## config.mk

```make
export PLATFORM = sky130hd
export DESIGN_NAME = urx_mute_rx
export DESIGN_NICKNAME = d
export VERILOG_FILES = /design/src/rtl/urx_mute_pkg.sv /design/src/rtl/urx_line_sync.sv /design/src/rtl/urx_frame_fsm.sv /design/src/rtl/urx_idle_detect.sv /design/src/rtl/urx_mute_rx.sv
export SDC_FILE = /design/constraint.sdc
export NUM_CORES = 1
export LEC_CHECK = 0
export ABC_AREA = 1
export BUFFER_PORTS_ARGS = -buffer_cell sky130_fd_sc_hd__buf_2
export CELL_PAD_IN_SITES_DETAIL_PLACEMENT = 0
export CELL_PAD_IN_SITES_GLOBAL_PLACEMENT = 1
export CORE_UTILIZATION = 48
export DETAILED_ROUTE_END_ITERATION = 10
export GPL_ROUTABILITY_DRIVEN = 0
export PLACE_DENSITY_LB_ADDON = 0.3
export SLEW_MARGIN = 10
export SYNTH_ARGS = -nofsm -noshare
export SYNTH_HDL_FRONTEND = slang
export SYNTH_HIERARCHICAL = 1
export SYNTH_SLANG_ARGS = --single-unit
```

## constraint.sdc

```tcl
create_clock -name clk -period 2.35 [get_ports clk]
set_clock_uncertainty 0.2 [all_clocks]
set_input_delay 0.47 -clock clk [delete_from_list [all_inputs] [get_ports clk]]
set_output_delay 0.47 -clock clk [all_outputs]
set_load 0.02 [all_outputs]
```

## src/rtl/urx_mute_pkg.sv

```systemverilog
`timescale 1ns/1ps
package urx_mute_pkg;

    // Frame engine states
    typedef enum logic [1:0] {
        FR_HUNT  = 2'd0,
        FR_START = 2'd1,
        FR_DATA  = 2'd2,
        FR_STOP  = 2'd3
    } frame_state_t;

endpackage

```

## src/rtl/urx_line_sync.sv

```systemverilog
`timescale 1ns/1ps
module urx_line_sync #(
    parameter int STAGES = 2
) (
    input  logic clk,
    input  logic rst_n,
    input  logic din,
    output logic dout
);

    generate
        if (STAGES <= 1) begin : g_single
            logic q;
            always_ff @(posedge clk or negedge rst_n) begin
                if (!rst_n) q <= 1'b1;
                else        q <= din;
            end
            assign dout = q;
        end else begin : g_chain
            logic [STAGES-1:0] q;
            always_ff @(posedge clk or negedge rst_n) begin
                if (!rst_n) q <= '1;
                else        q <= {q[STAGES-2:0], din};
            end
            assign dout = q[STAGES-1];
        end
    endgenerate

endmodule

```

## src/rtl/urx_frame_fsm.sv

```systemverilog
`timescale 1ns/1ps
module urx_frame_fsm
    import urx_mute_pkg::*;
#(
    parameter int DATA_BITS  = 8,
    parameter int OVERSAMPLE = 16
) (
    input  logic                 clk,
    input  logic                 rst_n,
    input  logic                 tick,
    input  logic                 line,
    input  logic                 enable,
    output logic                 char_ok,
    output logic [DATA_BITS-1:0] char_byte
);

    localparam int CW = (OVERSAMPLE > 1) ? $clog2(OVERSAMPLE) : 1;
    localparam int BW = (DATA_BITS > 1) ? $clog2(DATA_BITS) : 1;
    localparam logic [CW-1:0] MID_CNT  = CW'(OVERSAMPLE / 2 - 1);
    localparam logic [CW-1:0] LAST_CNT = CW'(OVERSAMPLE - 1);
    localparam logic [BW-1:0] LAST_BIT = BW'(DATA_BITS - 1);

    frame_state_t         state_q, state_d;
    logic [CW-1:0]        cnt_q;
    logic [BW-1:0]        bit_q;
    logic [DATA_BITS-1:0] shift_q;
    logic                 mid_start;
    logic                 bit_end;

    assign mid_start = tick && (cnt_q == MID_CNT);
    assign bit_end   = tick && (cnt_q == LAST_CNT);

    // Next-state decision
    always_comb begin
        state_d = state_q;
        unique case (state_q)
            FR_HUNT:  if (tick && !line) state_d = FR_START;
            FR_START: if (mid_start)     state_d = line ? FR_HUNT : FR_DATA;
            FR_DATA:  if (bit_end && (bit_q == LAST_BIT)) state_d = FR_STOP;
            FR_STOP:  if (bit_end)       state_d = FR_HUNT;
            default:                     state_d = FR_HUNT;
        endcase
        if (!enable) state_d = FR_HUNT;
    end

    // State register
    always_ff @(posedge clk or negedge rst_n) begin
        if (!rst_n) state_q <= FR_HUNT;
        else        state_q <= state_d;
    end

    // Counters, shifter and character pulse
    always_ff @(posedge clk or negedge rst_n) begin
        if (!rst_n) begin
            cnt_q   <= '0;
            bit_q   <= '0;
            shift_q <= '0;
            char_ok <= 1'b0;
        end else begin
            char_ok <= 1'b0;
            if (state_d != state_q) begin
                cnt_q <= '0;
            end else if (bit_end) begin
                cnt_q <= '0;
            end else if (tick) begin
                cnt_q <= cnt_q + 1'b1;
            end

            if (state_q == FR_START) begin
                bit_q <= '0;
            end else if (state_q == FR_DATA && bit_end) begin
                shift_q <= {line, shift_q[DATA_BITS-1:1]};
                bit_q   <= bit_q + 1'b1;
            end

            if (enable && state_q == FR_STOP && bit_end && line) begin
                char_ok <= 1'b1;
            end
        end
    end

    assign char_byte = shift_q;

endmodule

```

## src/rtl/urx_idle_detect.sv

```systemverilog
`timescale 1ns/1ps
module urx_idle_detect #(
    parameter int LIMIT = 160
) (
    input  logic clk,
    input  logic rst_n,
    input  logic tick,
    input  logic line,
    input  logic enable,
    input  logic restart,
    output logic idle_hit
);

    localparam int IW = $clog2(LIMIT + 1);
    localparam logic [IW-1:0] LAST = IW'(LIMIT - 1);
    localparam logic [IW-1:0] SAT  = IW'(LIMIT);

    logic [IW-1:0] cnt_q;

    always_ff @(posedge clk or negedge rst_n) begin
        if (!rst_n) begin
            cnt_q    <= '0;
            idle_hit <= 1'b0;
        end else begin
            idle_hit <= 1'b0;
            if (!enable || restart) begin
                cnt_q <= '0;
            end else if (tick) begin
                if (!line) begin
                    cnt_q <= '0;
                end else if (cnt_q == LAST) begin
                    cnt_q    <= SAT;
                    idle_hit <= 1'b1;
                end else if (cnt_q != SAT) begin
                    cnt_q <= cnt_q + 1'b1;
                end
            end
        end
    end

endmodule

```

## src/rtl/urx_mute_rx.sv

```systemverilog
`timescale 1ns/1ps
module urx_mute_rx
    import urx_mute_pkg::*;
#(
    parameter int DATA_BITS   = 8,
    parameter int OVERSAMPLE  = 16,
    parameter int IDLE_BITS   = 10,
    parameter int SYNC_STAGES = 2
) (
    input  logic                 clk,
    input  logic                 rst_n,
    input  logic                 os_tick,
    input  logic                 rxd,
    input  logic                 rx_en,
    input  logic                 mute_wr,
    input  logic                 mute_wval,
    input  logic                 rd_stb,
    output logic [DATA_BITS-1:0] rx_data,
    output logic                 rx_full,
    output logic                 rx_overrun,
    output logic                 mute
);

    localparam int IDLE_TICKS = IDLE_BITS * OVERSAMPLE;

    logic                 line_s;
    logic                 char_ok;
    logic [DATA_BITS-1:0] char_byte;
    logic                 idle_hit;
    logic                 seen_q;
    logic                 deliver;
    logic                 mute_restart;

    urx_line_sync #(.STAGES(SYNC_STAGES)) u_sync (
        .clk  (clk),
        .rst_n(rst_n),
        .din  (rxd),
        .dout (line_s)
    );

    urx_frame_fsm #(.DATA_BITS(DATA_BITS), .OVERSAMPLE(OVERSAMPLE)) u_frame (
        .clk      (clk),
        .rst_n    (rst_n),
        .tick     (os_tick),
        .line     (line_s),
        .enable   (rx_en),
        .char_ok  (char_ok),
        .char_byte(char_byte)
    );

    assign mute_restart = mute_wr && mute_wval;

    urx_idle_detect #(.LIMIT(IDLE_TICKS)) u_idle (
        .clk     (clk),
        .rst_n   (rst_n),
        .tick    (os_tick),
        .line    (line_s),
        .enable  (rx_en),
        .restart (mute_restart),
        .idle_hit(idle_hit)
    );

    assign deliver = char_ok && !mute;

    // Holding register: no reset value
    always_ff @(posedge clk) begin
        if (deliver && !(rx_full && !rd_stb)) begin
            rx_data <= char_byte;
        end
    end

    // Flags, mute bit and wake-up arming
    always_ff @(posedge clk or negedge rst_n) begin
        if (!rst_n) begin
            rx_full    <= 1'b0;
            rx_overrun <= 1'b0;
            mute       <= 1'b0;
            seen_q     <= 1'b0;
        end else begin
            if (deliver) begin
                rx_full <= 1'b1;
            end else if (rd_stb) begin
                rx_full <= 1'b0;
            end

            if (deliver && rx_full && !rd_stb) begin
                rx_overrun <= 1'b1;
            end else if (rd_stb) begin
                rx_overrun <= 1'b0;
            end

            if (char_ok) begin
                seen_q <= 1'b1;
            end

            if (mute_wr) begin
                mute <= mute_wval;
            end else if (idle_hit && seen_q) begin
                mute <= 1'b0;
            end
        end
    end

endmodule

```

# Word-level counts from Yosys, hierarchy flattened
# Index checks and enable logic that the tools add are counted.
# W data, S select, Z words.
totals:
  register_bits: 41
  input_bits: 8
  wordCells: 84
op_classes:
  addsub: 3
  n_eq_ne: 10
  muxes: 27
  bitwise_logic: 1
  reduce_logical: 30
op_table:
  columns: ["operator", "n"]
  rows:
  - ["$mux W8", 5]
  - ["$logic_and A1 B1 Y1", 15]
  - ["$mux W2", 6]
  - ["$mux W4", 3]
  - ["$mux W1", 10]
  - ["$reduce_bool A2 Y1", 5]
  - ["$add A8 B1 Y8 const B", 1]
  - ["$eq A8 B8 Y1 const B", 1]
  - ["$ne A8 B8 Y1 const B", 1]
  - ["$pmux W2 S4", 1]
  - ["$mux W3", 2]
  - ["$logic_not A1 Y1", 5]
  - ["$add A4 B1 Y4 const B", 1]
  - ["$eq A2 B2 Y1 const B", 2]
  - ["$eq A4 B3 Y1 const B", 1]
  - ["$eq A4 B4 Y1 const B", 1]
  - ["$ne A4 B1 Y1 const B", 1]
  - ["$reduce_and A2 Y1", 2]
  - ["$add A3 B1 Y3 const B", 1]
  - ["$eq A3 B3 Y1 const B", 1]
  - ["$reduce_bool A3 Y1", 1]
  - ["$eq A2 B1 Y1 const B", 1]
  - ["$logic_not A2 Y1", 1]
  - ["$ne A2 B2 Y1", 1]
  - ["2 further kinds", 2]

# Depth between registers and ports, before layout
# Gate-level depths: netlist of the first run.
depth:
  word_depth: 8
  ltp_mapped: 10
  ltp_nobuf: 10

# Cells and area by module
# Netlist of the first run, hierarchy kept.
by_module_without_submodules:
  columns: ["mod", "n_inst", "cells_per_inst", "area_per_inst_um2"]
  rows:
  - ["urx_frame_fsm", 1, 96, 894.6]
  - ["urx_idle_detect", 1, 90, 594.3]
  - ["urx_mute_rx", 1, 31, 417.9]
  - ["urx_line_sync", 1, 2, 52.6]

# Least setup slack after synthesis of the first run
# No wires, ideal clock.
synth_path:
  path_type: "input to register"
  startpoint: "input port mute_wval"
  endpoint: "register u_idle.cnt_q[7]"
  setup_time_ns: 0.065
  arrival_time_ns: 1.296
  slack_ns: 0.789
  stages: 9
  path_cell_list: "nand2_1 -> inv_1 -> nor2_4 -> inv_1 -> nor2_1 -> nand2_1 -> nor2_1 -> nand3_1 -> nand2_1"
synth_between:
  elab_chain_cells: 4
  word_cells_on_any_way: 6
  classes_between: "1 x eq/ne; 1 x mux; 4 x reduce/logical"
synth_rtl:
  columns: ["item", "line_no", "source"]
  rows:
  - ["start: declaration", "urx_mute_rx.sv:16", "input logic mute_wval,"]
  - ["$logic_and A1 B1 Y1 *", "urx_mute_rx.sv:51", "assign mute_restart = mute_wr && mute_wval;"]
  - ["via mute_restart", "urx_mute_rx.sv:32", "logic mute_restart;"]
  - ["$logic_or A1 B1 Y1 *", "urx_idle_detect.sv:26", "if (!enable || restart) begin"]
  - ["$ne A4 B1 Y1 (no source line) or $reduce_bool A2 Y1 (tied branches)", null, null]
  - ["$reduce_and A2 Y1 (no source line)", null, null]
  - ["end signal: assignment", "urx_idle_detect.sv:35", "cnt_q <= cnt_q + 1'b1;"]
  - ["end: declaration", "urx_idle_detect.sv:18", "logic [IW-1:0] cnt_q;"]
# Mark *: on every way through the listed nets, which the timed path passes. The rest lies on a longest branch.
# A chain may end at the register's enable or synchronous reset.

# Worst setup path in the final report of the first run
layout_path:
  startpoint: "register u_idle.cnt_q[1]"
  endpoint: "register u_idle.cnt_q[6]"
layout_between:
  elab_chain_cells: 6
  word_cells_on_any_way: 10
  classes_between: "1 x add/sub; 3 x eq/ne; 5 x mux; 1 x reduce/logical"
layout_rtl:
  columns: ["item", "line_no", "source"]
  rows:
  - ["$add A8 B1 Y8", "urx_idle_detect.sv:35", null]
  - ["$mux W8", "urx_idle_detect.sv:34", "end else if (cnt_q != SAT) begin"]
  - ["$mux W8", "urx_idle_detect.sv:31", "end else if (cnt_q == LAST) begin"]
  - ["$mux W8", "urx_idle_detect.sv:29", "if (!line) begin"]
  - ["$mux W8", "urx_idle_detect.sv:28", "end else if (tick) begin"]
  - ["$mux W8", "urx_idle_detect.sv:26", null]
# Several ways; a longest one is shown, not always the timed one. The select of a mux whose other input is x is not followed.

==> results of run 1 <==
## worst max-delay path by stage
stage                                 from               end  slack, ns  depth (start not counted)
after detailed placement           os_tick  u_frame/bit_q[2]       0.47                          7
after CTS                 u_frame/cnt_q[1]  u_frame/bit_q[2]       0.54                          7
after global placement             os_tick  u_frame/bit_q[2]       0.47                          7
after floorplan                  mute_wval   u_idle/cnt_q[7]       0.79                          9
final                      u_idle/cnt_q[1]   u_idle/cnt_q[6]       0.53                          8
after global routing       u_idle/cnt_q[0]   u_idle/cnt_q[6]       0.37                          8
## placed cells by master (no fill, tap or decap)
master    count
nand2_1      49
dfrtp_1      31
inv_1        29
nor2_1       26
buf_2        18
o21ai_0      12
nand3_1      10
edfxtp_1      8
o21ai_1       7
nor2_2        6
a21oi_1       6
clkbuf_8      5
ha_1          5
nand4_1       4
inv_2         3
nand2_2       3
nor3_1        3
clkinv_4      2
nand2_4       2
nand3_2       2
a32o_2        2
nor2_4        2
dfstp_2       2
or2_1         1
clkinv_2      1
nor2_8        1
mux2_2        1
xor2_1        1
mux2i_1       1
or2_2         1
## state kept, by name, indices dropped and copies added, names as in the netlist
signal,flops
u_frame/cnt_q,4
rx_overrun,1
seen_q,1
u_idle/cnt_q,8
u_frame/state_q,2
u_sync/g_chain.q,2
rx_data,8
mute,1
u_frame/char_byte,8
u_frame/char_ok,1
u_frame/bit_q,3
u_idle/idle_hit,1
rx_full,1
## through the flow
stage          area (µm²)  power (µW)  hold WS, ns  worst slack (ns)  util, %
6_report             2200        1340       0.0166             0.533     57.8
5_1_grt              2200        1400       0.0510             0.369     57.8
4_1_cts              2200        1360       0.0425             0.540     57.8
3_5_place_dp         2100         888        0.147             0.471     55.4
3_3_place_gp         2100         887        0.147             0.471     55.4
2_1_floorplan        1960         850      -0.0256             0.789        -
## per-layer routing
layer	share of wire, %	wire (µm)
met3	3.8	127
met2	45	1500
met1	49	1650
met5	0	0
met4	1.7	58
## report_power, final
group / leakage, µW / switching [µW] / total [µW] / internal, µW
combinational: 0.000605 / 66.3 / 103 / 36.6
clock: 0.0000481 / 254 / 465 / 210
sequential: 0.000505 / 23.6 / 769 / 745
## cell families after synthesis
group | count (synthesis) | share of synthesized area (%)
and+or+nand+nor | 110 | 26.8
DFF | 41 | 54.5
buffers and inverters | 33 | 6.39
AOI/OAI and AO/OA | 27 | 7.54
adders and majority gates | 5 | 3.19
muxes | 2 | 1.09
xor gates and xnor gates | 1 | 0.447
## cell type report
| class | count | share of cell area [%] |
|---|---|---|
| inverters | 32 | 5.47 |
| well taps | 48 | 2.74 |
| clock inverters | 3 | 1.03 |
| multi-input cells | 145 | 34.9 |
| flip-flops and latches | 41 | 48.7 |
| clock buffers | 5 | 3.13 |
| repair buffers | 18 | 4.10 |
## worst register-to-register path, delay by kind of cell, from the launching register on
family / cells / cell delay (ns)
AND/OR/NAND/NOR: 6 / 0.79
AO/OA/AOI/OAI: 1 / 0.09
adder cells (fa/ha/maj): 1 / 0.21
flip-flops: 1 / 0.40
==> results.sh, run 1 <==
export IMPL_cts_num_sinks=41
export IMPL_start_kind="flop"
export IMPL_synth_ff_type="dfrtp_1"
export IMPL_cp_arrival_ns=1.78
export IMPL_syn_nets=232
export IMPL_synth_largest_area_cell="dfrtp_1"
export IMPL_relSlewSlack_pct=51.4
export IMPL_rr_worst_depth=8
export IMPL_grt_pass1_vias=1373
export IMPL_antenna_found_initial=0
export IMPL_ant_nets=0
export IMPL_multi_input_area_um2=766
export IMPL_totalWireLength_mm=3.33
export IMPL_initialDrtViolationCount=70
export IMPL_drc=0
export IMPL_root_buffer="clkbuf_8"
export IMPL_yosysSeqAreaShare_pct=54.5
export IMPL_fillers=349
export IMPL_crit_top_cell="nand2_1"
export IMPL_grt_setup_unrepaired="no"
export IMPL_dpl_hpwl_mm=2.40
export IMPL_tritoncts="yes"
export IMPL_busiest_layer="met2"
export IMPL_fin_crit_sh_pct=77.3
export IMPL_cts_setup_buffers=0
export IMPL_max_freq_ghz=0.550
export IMPL_initial_core_util_pct=51.6
export IMPL_htree_levels=2
export IMPL_dieArea_um2=4340
export IMPL_ys_seq_elements=41
export IMPL_wl_per_cell_um=11.4
export IMPL_min_period_ns=1.82
export IMPL_area_growth_pct=12.1
export IMPL_path_max_fanout=4
export IMPL_power_density_nw_per_um2=609
export IMPL_drive_above_1_share_pct=20.9
export IMPL_clock_latency_ns=0.30
export IMPL_reg2reg_setup_slack_ns=0.53
export IMPL_postSynthCellCount=219
export IMPL_worstPathRequired_ns=2.31
export IMPL_tns_ns=0
export IMPL_rr_startpoint="u_idle/cnt_q[1]"
export IMPL_grt_usage_pct=18.6
export IMPL_cp_top_family="simple AND/OR/NAND/NOR gates"
export IMPL_cts_hold_fix_buffers=0
export IMPL_yosys_warnings=6
export IMPL_die_x_um=65.9
export IMPL_grt_ovfl_total=0
export IMPL_setup_viol=0
export IMPL_num_antenna_cells=0
export IMPL_gr_usage_met1_pct=22.9
export IMPL_grt_max_degree=34
export IMPL_cp_slowest_cell="dfrtp_1"
export IMPL_p_leak_uw=0.00116
export IMPL_slew_violations=0
export IMPL_ys_types=27
export IMPL_synth_most_common_cell="nand2_1"
export IMPL_critPathKind="reg2reg"
export IMPL_dp_cells=284
export IMPL_async_flop_share_pct=80.5
export IMPL_vias=1430
export IMPL_reg2reg_to="u_idle/cnt_q[6]"
export IMPL_grt_pass1_wl_mm=5.80
export IMPL_dr_pass1_iters=4
export IMPL_synth_edf_count=8
export IMPL_status="finished, final reports clean"
export IMPL_vdd_drop_max_v=0.000376
export IMPL_io_buffers=18
export IMPL_vias_per_cell=4.90
export IMPL_max_slew_worst_pin_slew_ns=0.729
export IMPL_hold_path_class="in2async"
export IMPL_cp_num_buf_inv=0
export IMPL_synth_commonest_cells="49 x nand2_1, 31 x dfrtp_1, 29 x inv_1"
export IMPL_fin_nets=256
export IMPL_syn_area_per_cell_um2=8.95
export IMPL_synth_top_area_share_pct=39.6
export IMPL_die_y_um=65.9
export IMPL_met2_usage_pct=28.4
export IMPL_pin_count=19
export IMPL_cts_resized=0
export IMPL_cts_buffer_depth=2
export IMPL_slowest_delay_ns=0.40
export IMPL_regArea_um2=1070
export IMPL_use_met3_pct=4.48
export IMPL_core_um2=3800
export IMPL_numCtsBuffers=5
export IMPL_drv_cap=0
export IMPL_crit_chain="ha_1, nand2_1, nor2_1, nand3_1, nand2_1, nor2_1, nand2_1, o21ai_0"
export IMPL_finalHoldViolCount=0
export IMPL_synth_area_leaders="dfrtp_1 40%, edfxtp_1 12%, nand2_1 9.4%"
export IMPL_clk_pin_slew_ns=0.08
export IMPL_stdcell_count=292
export IMPL_worst_setup_path_end_kind="flop"
export IMPL_synth_area_um2=1960
export IMPL_num_rows=22
No activity file was read; power rests on OpenSTA's default activity.
==> inputs of run 2 (changes only) <==
--- a/config.mk
+++ b/config.mk
@@ -5,11 +5,11 @@
 export SDC_FILE = /design/constraint.sdc
 export NUM_CORES = 1
 export LEC_CHECK = 0
-export ABC_AREA = 1
+export ABC_AREA = 0
 export BUFFER_PORTS_ARGS = -buffer_cell sky130_fd_sc_hd__buf_2
 export CELL_PAD_IN_SITES_DETAIL_PLACEMENT = 0
 export CELL_PAD_IN_SITES_GLOBAL_PLACEMENT = 1
-export CORE_UTILIZATION = 48
+export CORE_UTILIZATION = 42
 export DETAILED_ROUTE_END_ITERATION = 10
 export GPL_ROUTABILITY_DRIVEN = 0
 export PLACE_DENSITY_LB_ADDON = 0.3
==> constraint.sdc (replaced) <==
create_clock -name clk -period 1.5 [get_ports clk]
set_clock_uncertainty 0.2 [all_clocks]
set_input_delay 0.3 -clock clk [delete_from_list [all_inputs] [get_ports clk]]
set_output_delay 0.3 -clock clk [all_outputs]
set_load 0.02 [all_outputs]
==> run 2 against run 1 <==
Compared with the run above:
- highest routed layer unchanged
- count of clock-buffer cells in the layout did not move
- non-clock buffer count up 50
- largest power group unchanged
- die area grew 16%
- largest cell class is now multi-input gates
- the flow now finishes with violations (DRC, setup timing)
==> results.sh, run 2 <==
export IMPL_status="finished with violations"
export IMPL_violations="DRC, setup timing"
export IMPL_grt_ovfl_total=0
export IMPL_synth_area_um2=2000
export IMPL_slew_violations=0
export IMPL_area_growth_pct=44.9
export IMPL_cp_arrival_ns=1.88
export IMPL_dr_pass1_iters=7
export IMPL_relSlewSlack_pct=77.9
export IMPL_ant_nets=0
export IMPL_grt_pass1_wl_mm=7.49
export IMPL_reg2reg_setup_slack_ns=-0.40
export IMPL_core_um2=4470
export IMPL_ys_seq_elements=41
export IMPL_num_rows=24
export IMPL_clock_latency_ns=0.29
export IMPL_cts_buffer_depth=2
export IMPL_vdd_drop_max_v=0.000520
export IMPL_cp_num_buf_inv=0
export IMPL_stdcell_count=293
export IMPL_dp_cells=280
export IMPL_max_freq_ghz=0.527
export IMPL_cp_top_family="simple AND/OR/NAND/NOR gates"
export IMPL_setup_slack_ns=-0.399
export IMPL_drv_cap=0
export IMPL_synth_ff_type="dfrtp_1"
export IMPL_pin_count=19
export IMPL_worst_setup_path_end_kind="flop"
export IMPL_wl_per_cell_um=15.0
export IMPL_ys_types=55
export IMPL_hold_ws_ns=0.103
export IMPL_worstPathRequired_ns=1.49
export IMPL_dpl_cell_area_um2=2570
export IMPL_p_leak_uw=0.00129
export IMPL_yosys_warnings=6
export IMPL_holdPathStages=3
export IMPL_synth_commonest_cells="31 x dfrtp_1, 14 x nand2_1, 10 x inv_1"
export IMPL_num_antenna_cells=0
export IMPL_mostFrequentLayoutCell="buf_4"
export IMPL_max_slew_worst_pin_slew_ns=0.322
export IMPL_fin_crit_sh_pct=127
export IMPL_die_x_um=71.0
export IMPL_fillers=330
export IMPL_dpl_hpwl_mm=3.17
export IMPL_vias=1593
export IMPL_slowest_delay_ns=0.53
export IMPL_path_max_fanout=5
export IMPL_cp_slowest_cell="dfstp_2"
export IMPL_synth_edf_count=8
export IMPL_io_buffers=18
export IMPL_initialDrtViolationCount=65
export IMPL_finalHoldViolCount=0
export IMPL_antenna_found_initial=0
export IMPL_die_y_um=71.0
export IMPL_fin_nets=253
export IMPL_vias_per_cell=5.44
export IMPL_syn_area_per_cell_um2=11.7
export IMPL_start_kind="flop"
export IMPL_htree_levels=2
export IMPL_drive_above_1_share_pct=49.0
export IMPL_grt_usage_pct=19.2
export IMPL_yosysSeqAreaShare_pct=53.4
export IMPL_initial_core_util_pct=44.7
export IMPL_synth_area_leaders="dfrtp_1 39%, edfxtp_1 12%, mux2_2 4.5%"
export IMPL_postSynthCellCount=171
export IMPL_syn_nets=184
export IMPL_power_density_nw_per_um2=953
export IMPL_final_cell_area_um2=2900
export IMPL_fin_util_pct=64.8
export IMPL_clk_pin_slew_ns=0.09
export IMPL_async_flop_share_pct=80.5
export IMPL_totalWireLength_mm=4.41
export IMPL_hold_path_class="in2reg"
export IMPL_grt_pass1_vias=1612
export IMPL_worst_path_stages=4
export IMPL_final_cell_mix="40 x buf_4, 29 x dfrtp_1, 18 x buf_2"
export IMPL_synth_largest_area_cell="dfrtp_1"
export IMPL_grt_setup_unrepaired="yes"
export IMPL_crit_chain="or4b_4, o211ai_4, nor3b_1, a221o_1"
export IMPL_tritoncts="yes"
export IMPL_critPathKind="reg2reg"
export IMPL_drc=1
export IMPL_numCtsBuffers=5
export IMPL_dieArea_um2=5050
export IMPL_grt_max_degree=21
export IMPL_min_period_ns=1.90
export IMPL_synth_most_common_cell="dfrtp_1"
export IMPL_setup_viol=23
export IMPL_synth_top_area_share_pct=38.8
export IMPL_rr_worst_depth=4
export IMPL_root_buffer="clkbuf_8"
export IMPL_cts_num_sinks=41
[run 2: changes by cell type after synthesis, moves of 4 or more]
cell / before / now
o21ai_1: 7 / 1
nor2_2: 6 / 0
nor2b_1: 0 / 5
nand2_1: 49 / 14
mux2_2: 1 / 8
nand3_1: 10 / 6
inv_1: 29 / 10
o21ai_0: 12 / 7
nand2b_1: 0 / 4
nor2_1: 26 / 5
o22ai_1: 0 / 4
[run 2: kinds of logic (layout without fill, tap and decap cells)]
| group | after synthesis | after routing | synth area share [%] |
|---|---|---|---|
| AND/OR/NAND/NOR | 58 | 58 | 18.6 |
| flip-flops | 41 | 41 | 53.4 |
| AO/OA/AOI/OAI | 38 | 38 | 14.3 |
| buffers and inverters | 16 | 86 | 3.69 |
| multiplexers | 12 | 12 | 6.50 |
| adder cells (fa/ha/maj) | 5 | 5 | 3.13 |
| XOR/XNOR | 1 | 1 | 0.438 |
[run 2: cell type report]
class / count / area [µm²] / area share (%)
multi-input combinational: 114 / 1070 / 37.0
sequential: 41 / 1070 / 36.9
timing repair buffer: 68 / 518 / 17.9
clock buffer: 5 / 68.8 / 2.37
clock inverter: 3 / 68.8 / 2.37
tap: 52 / 65.1 / 2.24
inverter: 10 / 37.5 / 1.29
[run 2: what timing repair did]
action,4_1_cts,5_1_grt
hold buffers,2,0
resized for setup,19,16
endpoints found under the setup margin,27,27
hold endpoints to repair,20,0
setup buffers,1,2
pin swaps,9,3
[run 2: metrics by stage]
stage / setup WS, ns / total power, µW / TNS [ns]
finish: -0.399 / 2760 / -4.50
global route: -0.436 / 2890 / -5.73
CTS: -0.394 / 2760 / -4.66
detailed placement: -0.395 / 1640 / -5.98
global placement: -0.382 / 1620 / -5.02
floorplan: -0.357 / 1450 / -4.66
[run 2: worst paths after layout]
kind | from | end
min in group asynchronous | rst_n | u_idle/cnt_q[0]
min | rd_stb | rx_full
min reg2reg | u_sync/g_chain.q[0] | u_sync/g_chain.q[1]
max in group asynchronous | rst_n | u_frame/char_byte[3]
max | u_sync/g_chain.q[1] | u_idle/cnt_q[2]
max reg2reg | u_sync/g_chain.q[1] | u_idle/cnt_q[2]
[run 2: routing by layer]
metal	wire, µm	track usage (%)
met1	1860	23.2
met2	2350	34.0
met3	138	3.99
met4	65	6.67
met5	0	0
[run 2: report_power, final]
part / switching [µW] / internal, µW
combinational: 214 / 250
clock: 396 / 670
sequential: 59.8 / 1180
[run 2: worst register-to-register path: stages, from the launching register on]
cell and delay, ns:
dfstp_2 0.53, or4b_4 0.48, o211ai_4 0.25, nor3b_1 0.08
a221o_1 0.26
